[src/rtl/rbk_pkg.sv]
package rbk_pkg;
  typedef enum logic [1:0] {
    FK_BODY = 2'b00,
    FK_HEAD = 2'b01,
    FK_TAIL = 2'b10
  } flit_kind_e;
endpackage

[src/rtl/rbk_flit_store.sv]
module rbk_flit_store #(
  parameter int FW    = 18,
  parameter int DEPTH = 16,
  localparam int AW   = $clog2(DEPTH)
) (
  input  logic          clk,
  input  logic          wr_en,
  input  logic [AW-1:0] wr_idx,
  input  logic [FW-1:0] wr_flit,
  input  logic [AW-1:0] rd_idx,
  output logic [FW-1:0] rd_flit
);
  logic [FW-1:0] mem_q [DEPTH];

  always_ff @(posedge clk) begin
    if (wr_en) begin
      mem_q[wr_idx] <= wr_flit;
    end
  end

  assign rd_flit = mem_q[rd_idx];
endmodule

[src/rtl/rbk_ptr_ctrl.sv]
module rbk_ptr_ctrl #(
  parameter int DEPTH = 16,
  localparam int AW   = $clog2(DEPTH)
) (
  input  logic          clk,
  input  logic          rst_n,
  input  logic          wr_en,
  input  logic          launch,
  input  logic          commit,
  input  logic [AW-1:0] commit_idx,
  input  logic          rewind,
  output logic [AW-1:0] tail_ptr,
  output logic [AW-1:0] head_ptr,
  output logic [AW-1:0] rec_ptr,
  output logic          full,
  output logic          pending
);
  logic [AW-1:0] tail_n, head_n, rec_n;

  always_comb begin
    tail_n = tail_ptr;
    head_n = head_ptr;
    rec_n  = rec_ptr;
    if (wr_en) begin
      tail_n = tail_ptr + AW'(1);
    end
    if (rewind) begin
      head_n = rec_ptr;
    end else if (launch) begin
      head_n = head_ptr + AW'(1);
    end
    if (commit) begin
      rec_n = commit_idx + AW'(1);
    end
  end

  always_ff @(posedge clk or negedge rst_n) begin
    if (!rst_n) begin
      tail_ptr <= '0;
      head_ptr <= '0;
      rec_ptr  <= '0;
    end else begin
      tail_ptr <= tail_n;
      head_ptr <= head_n;
      rec_ptr  <= rec_n;
    end
  end

  assign full    = ((tail_ptr + AW'(1)) == rec_ptr);
  assign pending = (head_ptr != tail_ptr);
endmodule

[src/rtl/rbk_switch_pipe.sv]
module rbk_switch_pipe #(
  parameter int FW    = 18,
  parameter int PIPE  = 2,
  parameter int AW    = 4
) (
  input  logic          clk,
  input  logic          rst_n,
  input  logic          flush,
  input  logic          in_v,
  input  logic [FW-1:0] in_flit,
  input  logic [AW-1:0] in_idx,
  output logic          exit_v,
  output logic [FW-1:0] exit_flit,
  output logic [AW-1:0] exit_idx
);
  logic [PIPE-1:0] v_q, v_n;
  logic [FW-1:0]   f_q [PIPE];
  logic [FW-1:0]   f_n [PIPE];
  logic [AW-1:0]   i_q [PIPE];
  logic [AW-1:0]   i_n [PIPE];

  for (genvar s = 0; s < PIPE; s++) begin : g_stage
    if (s == 0) begin : g_first
      assign v_n[s] = flush ? 1'b0 : in_v;
      assign f_n[s] = in_flit;
      assign i_n[s] = in_idx;
    end else begin : g_next
      assign v_n[s] = flush ? 1'b0 : v_q[s-1];
      assign f_n[s] = f_q[s-1];
      assign i_n[s] = i_q[s-1];
    end
  end

  always_ff @(posedge clk or negedge rst_n) begin
    if (!rst_n) begin
      v_q <= '0;
    end else begin
      v_q <= v_n;
    end
  end

  always_ff @(posedge clk) begin
    for (int s = 0; s < PIPE; s++) begin
      if (v_n[s]) begin
        f_q[s] <= f_n[s];
        i_q[s] <= i_n[s];
      end
    end
  end

  assign exit_v    = v_q[PIPE-1];
  assign exit_flit = f_q[PIPE-1];
  assign exit_idx  = i_q[PIPE-1];
endmodule

[src/rtl/rbk_crc_check.sv]
module rbk_crc_check
  import rbk_pkg::*;
#(
  parameter int             DW   = 16,
  parameter int             CW   = 16,
  parameter logic [CW-1:0]  POLY = 16'h1021,
  parameter logic [CW-1:0]  SEED = 16'hFFFF,
  localparam int            FW   = DW + 2
) (
  input  logic          clk,
  input  logic          rst_n,
  input  logic          clear,
  input  logic          exit_v,
  input  logic [FW-1:0] exit_flit,
  output logic          tail_ok,
  output logic          tail_bad
);
  logic [CW-1:0] acc_q, acc_n, acc_base, acc_step;
  flit_kind_e    kind;
  logic [DW-1:0] data;

  function automatic logic [CW-1:0] fold(input logic [CW-1:0] c_in,
                                         input logic [DW-1:0] d);
    logic [CW-1:0] c;
    logic          fb;
    c = c_in;
    for (int b = DW - 1; b >= 0; b--) begin
      fb = c[CW-1] ^ d[b];
      c  = {c[CW-2:0], 1'b0};
      if (fb) begin
        c = c ^ POLY;
      end
    end
    return c;
  endfunction

  assign kind     = flit_kind_e'(exit_flit[FW-1:DW]);
  assign data     = exit_flit[DW-1:0];
  assign acc_base = (kind == FK_HEAD) ? SEED : acc_q;
  assign acc_step = fold(acc_base, data);

  assign tail_ok  = exit_v && (kind == FK_TAIL) && (acc_q == data[CW-1:0]);
  assign tail_bad = exit_v && (kind == FK_TAIL) && (acc_q != data[CW-1:0]);

  always_comb begin
    acc_n = acc_q;
    if (clear) begin
      acc_n = SEED;
    end else if (exit_v) begin
      acc_n = (kind == FK_TAIL) ? SEED : acc_step;
    end
  end

  always_ff @(posedge clk or negedge rst_n) begin
    if (!rst_n) begin
      acc_q <= SEED;
    end else begin
      acc_q <= acc_n;
    end
  end
endmodule

[src/rtl/rbk_replay_port.sv]
module rbk_replay_port #(
  parameter int            DW    = 16,
  parameter int            DEPTH = 16,
  parameter int            PIPE  = 2,
  parameter int            CW    = 16,
  parameter logic [CW-1:0] POLY  = 16'h1021,
  parameter logic [CW-1:0] SEED  = 16'hFFFF,
  localparam int           FW    = DW + 2,
  localparam int           AW    = $clog2(DEPTH)
) (
  input  logic          clk,
  input  logic          rst_n,
  input  logic          in_valid,
  input  logic [FW-1:0] in_flit,
  output logic          in_ready,
  input  logic          sw_grant,
  input  logic [DW-1:0] pipe_upset,
  input  logic          glob_err,
  output logic          out_valid,
  output logic [FW-1:0] out_flit,
  output logic          out_commit,
  output logic          out_drop,
  output logic          crc_err
);
  logic [1:0]    rs_q;
  logic          rst_s;
  logic [AW-1:0] tail_ptr, head_ptr, rec_ptr, exit_idx;
  logic          full, pending, wr_en, launch, rewind;
  logic          tail_ok, tail_bad, exit_v;
  logic [FW-1:0] rd_flit, launch_flit, exit_flit;

  always_ff @(posedge clk or negedge rst_n) begin
    if (!rst_n) begin
      rs_q <= 2'b00;
    end else begin
      rs_q <= {rs_q[0], 1'b1};
    end
  end
  assign rst_s = rs_q[1];

  assign wr_en       = in_valid && !full;
  assign rewind      = tail_bad || glob_err;
  assign launch      = pending && sw_grant && !rewind;
  assign launch_flit = {rd_flit[FW-1:DW], rd_flit[DW-1:0] ^ pipe_upset};

  rbk_flit_store #(.FW(FW), .DEPTH(DEPTH)) u_store (
    .clk     (clk),
    .wr_en   (wr_en),
    .wr_idx  (tail_ptr),
    .wr_flit (in_flit),
    .rd_idx  (head_ptr),
    .rd_flit (rd_flit)
  );

  rbk_ptr_ctrl #(.DEPTH(DEPTH)) u_ptr (
    .clk        (clk),
    .rst_n      (rst_s),
    .wr_en      (wr_en),
    .launch     (launch),
    .commit     (out_commit),
    .commit_idx (exit_idx),
    .rewind     (rewind),
    .tail_ptr   (tail_ptr),
    .head_ptr   (head_ptr),
    .rec_ptr    (rec_ptr),
    .full       (full),
    .pending    (pending)
  );

  rbk_switch_pipe #(.FW(FW), .PIPE(PIPE), .AW(AW)) u_pipe (
    .clk       (clk),
    .rst_n     (rst_s),
    .flush     (rewind),
    .in_v      (launch),
    .in_flit   (launch_flit),
    .in_idx    (head_ptr),
    .exit_v    (exit_v),
    .exit_flit (exit_flit),
    .exit_idx  (exit_idx)
  );

  rbk_crc_check #(.DW(DW), .CW(CW), .POLY(POLY), .SEED(SEED)) u_crc (
    .clk       (clk),
    .rst_n     (rst_s),
    .clear     (rewind),
    .exit_v    (exit_v),
    .exit_flit (exit_flit),
    .tail_ok   (tail_ok),
    .tail_bad  (tail_bad)
  );

  assign in_ready   = !full;
  assign out_valid  = exit_v;
  assign out_flit   = exit_flit;
  assign out_commit = tail_ok && !glob_err;
  assign out_drop   = rewind;
  assign crc_err    = tail_bad;
endmodule

[config.mk]
export PLATFORM = sky130hd
export DESIGN_NAME = rbk_replay_port
export DESIGN_NICKNAME = d
export VERILOG_FILES = /design/src/rtl/rbk_pkg.sv /design/src/rtl/rbk_flit_store.sv /design/src/rtl/rbk_ptr_ctrl.sv /design/src/rtl/rbk_switch_pipe.sv /design/src/rtl/rbk_crc_check.sv /design/src/rtl/rbk_replay_port.sv
export SDC_FILE = /design/constraint.sdc
export NUM_CORES = 1
export LEC_CHECK = 0
export BUFFER_PORTS_ARGS = -buffer_cell sky130_fd_sc_hd__buf_4
export CAP_MARGIN = 20
export CELL_PAD_IN_SITES_DETAIL_PLACEMENT = 2
export CELL_PAD_IN_SITES_GLOBAL_PLACEMENT = 2
export CORE_MARGIN = 5
export CORE_UTILIZATION = 30
export CTS_BUF_LIST = sky130_fd_sc_hd__clkbuf_8
export CTS_CLUSTER_SIZE = 8
export DETAILED_ROUTE_END_ITERATION = 8
export PLACE_DENSITY_LB_ADDON = 0.1
export SYNTH_ARGS = -nofsm -noshare
export SYNTH_HDL_FRONTEND = slang
export SYNTH_SLANG_ARGS = --single-unit
[constraint.sdc]
create_clock -name clk -period 3.35 [get_ports clk]
set_input_delay 0.67 -clock clk [delete_from_list [all_inputs] [get_ports clk]]
set_output_delay 0.67 -clock clk [all_outputs]
set_load 0.03 [all_outputs]
==> impl_metrics.yaml <==
run_status:
  status: "complete, no violations"
clock_network:
  clk_latency_ps: 620
  clock-root-buffer: "clkbuf_8"
  clk_pin_slew_ps: 60
  cts.sinks: 364
  cts_tree: "built"
  cts_buffer_depth: 3
  h-tree-depth: 3
  cts_inserted_buffers: 68
final_layout:
  fin_area_sq_um: 17600
  n_antenna_cell: 0
  fin_util: 0.359
  fin_nets: 906
  layout-drive-gt1-share: 0.360
  areaGrowthSynthToFinish_pct: 18.7
critical_path:
  critPathCaptureType: "output pin"
  critPathMaxStageDelay_ps: 460
  cp_slowest_cell: "edfxtp_1"
  cp.required_ps: 2680
  critPathArrivalTime_ps: 2500
  crit_chain: "xor2_1, nor4_2, nand4_1, or3_4, inv_1, buf_4"
  start_kind: "register"
  crit_type: "register to output pin"
  cp_max_fo: 8
synth:
  synth_largest_area_cell: "edfxtp_1"
  netlist.area_leader.share: 0.675
  yosys-top-cells-area: "edfxtp_1 (67%), mux4_2 (14%), xor2_1 (2.9%), dfstp_2 (2.8%), dfrtp_1 (2.7%)"
  synth_cell_types: 43
  yosys_warnings: 0
  syn-cell-area_sq_um: 14800
  syn_nets: 763
  ys_seq_area_frac: 0.730
  synth_edf_count: 332
  ys.flop_type: "edfxtp_1"
  syn_area_per_cell_sq_um: 20.6
  synth_cells: 718
  ys_seq_elements: 364
  async_flop_share: 0.0879
place:
  hpwl_um: 23900
  gp_congestion: 0.742
  portBuffers: 61
  placed_area_sq_um: 16200
drt:
  drtAntennaViolNets: 0
  drc_errors: 0
  vias: 7174
  drtIter0Drc: 354
  viasPerCell: 4.56
  wire_per_inst_um: 24.5
  dr.pass1.iters: 4
  wirelength_um: 38500
sta:
  slew_headroom: 0.530
  fin_crit_sh: 0.945
  finalHoldViolations: 0
  whs_ps: 203
  worstMarginPinSlew_ps: 697
  period_needed_ps: 3170
  max_freq_mhz: 316
  setup_viol: 0
  fin_worst_skew_ps: 32.7
  finalMaxSlewViolations: 0
die:
  die_h_um: 232
  die_w_um: 232
  core-area_sq_um: 48800
  dieArea_sq_um: 53800
  io_pins: 62
  initial_core_util: 0.303
  rows: 81
power:
  finalPower_mw: 12.3
  p_per_area_nw_per_um2: 702
  p_leak_nw: 5.82
  ir_drop_uv: 236
worst_hold_path:
  hp-class: "register to async pin"
grt:
  grt_pass1_wl_um: 57000
  grt_antenna_before_repair: 1
  grt_max_degree: 56
  overflow: 0
  grt_pass1_vias: 8500
  grt_use_total: 0.146
job:
  drv_cap: 0
## cell type report
class                   instances  area [sq um]
well taps                     664           831
clock buffers                  75          1030
fillers                      4797         31300
multi-input cells             310          3820
clock inverters                43           186
inverters                      10          37.5
repair buffers                107           843
flip-flops and latches        364         10800
## repair_timing
item,in CTS,in global routing
gates resized for setup,5,1
endpoints found under the setup margin,2,2
setup buffers,0,13
hold buffers,1,0
pin swaps,1,3
endpoints found under the hold margin,2,0
## power breakdown
group,leakage (nW),internal (mW),total [mW],switching (mW)
clock,0.688,2.05,3.90,1.85
sequential,3.38,5.53,5.73,0.203
combinational,1.75,1.22,2.69,1.47
## logic make-up after synthesis
logic type	Yosys count	synth area share
AO/OA/AOI/OAI	21	0.00889
other	1	0.000254
buffers and inverters	44	0.0152
multiplexers	95	0.141
flip-flops	364	0.730
XOR/XNOR	107	0.0733
adder cells (fa/ha/maj)	6	0.00508
AND/OR/NAND/NOR	80	0.0263
## layout by cell type, fill, tap and decap left out, types with 3 or more instances in the layout
cell	Yosys	final
buf_4	8	103
clkinv_2	0	6
nand4_1	3	3
edfxtp_1	332	332
xnor2_2	5	5
nor2_1	36	28
clkbuf_8	0	75
mux4_2	90	90
dfstp_2	16	16
xnor2_1	45	45
and2_1	10	10
clkinv_1	0	16
nand2b_1	3	3
nor2_2	2	9
xnor3_1	6	6
mux2_2	3	3
inv_1	10	27
dfrtp_1	16	13
o21ai_0	4	4
xor2_1	49	49
nand2_1	9	9
buf_12	0	3
a21oi_1	12	12
nand3_1	3	3
o22a_1	4	4
ha_1	6	6
## path summary, 6_finish.rpt
path | startpoint | end | slack, ps | cells after the start
max | u_pipe.f_q[0][27]$_DFFE_PP_ | out_commit | 180 | 6
min | rs_q[1]$_DFF_PN0_ | u_ptr.head_ptr[1]$_DFFE_PN0P_ | 200 | 0
max reg2reg | u_ptr.tail_ptr[0]$_DFFE_PN0P_ | u_store.mem_q[10][13]$_DFFE_PP_ | 490 | 8
min reg2reg | rs_q[1]$_DFF_PN0_ | u_ptr.head_ptr[1]$_DFFE_PN0P_ | 200 | 0
max in group asynchronous | rs_q[1]$_DFF_PN0_ | u_crc.acc_q[10]$_DFFE_PN1P_ | 2360 | 1
min in group clk | in_flit[17] | u_store.mem_q[10][17]$_DFFE_PP_ | 360 | 1
## worst max-delay path: cells and delay by family, from the launching register on
family / cells / cell delay [ps]
xor gates and xnor gates: 1 / 210
and+or+nand+nor: 3 / 1000
DFF: 1 / 460
buffers and inverters: 2 / 220
## registers in the layout (all words and copies together) (netlist names)
register,cells
u_ptr.rec_ptr,4
u_ptr.head_ptr,4
rs_q,2
u_pipe.i_q,8
u_pipe.f_q,36
u_crc.acc_q,16
u_pipe.v_q,2
u_ptr.tail_ptr,4
u_store.mem_q,288
## metrics by stage
stage / worst slack, ps / std cells / setup TNS, ps
6_report: 184 / 1573 / 0
5_1_grt: -1.14 / 1573 / -1.14
4_1_cts: -8.14 / 1560 / -8.14
3_5_place_dp: 439 / 1441 / 0
3_3_place_gp: 463 / 1441 / 0
2_1_floorplan: 423 / 718 / 0
## layer usage
metal	share of wire	global-route usage	vias up	wire, um
met5	0	0	-	0
met1	0.44	0.187	3857	16800
met4	0.020	0.0476	0	787
met2	0.51	0.249	141	19500
li1	-	-	3120	-
met3	0.035	0.0295	56	1360
## synth_stat cells (3+ instances only)
library cell and number:
clkbuf_1 10, nor2_1 36, xnor3_1 6, inv_1 10, and2_1 10, buf_4 8, a21oi_1 12, mux2_2 3
nand2_1 9, dfstp_2 16, nand3_1 3, mux4_2 90, xor2_1 49, nor4_1 4, xnor2_2 5, nand2b_1 3
ha_1 6, o21ai_0 4, edfxtp_1 332, dfrtp_1 16, o22a_1 4, nand4_1 3, buf_2 11, xnor2_1 45
Note: power is estimated with default switching activity, not from simulation.
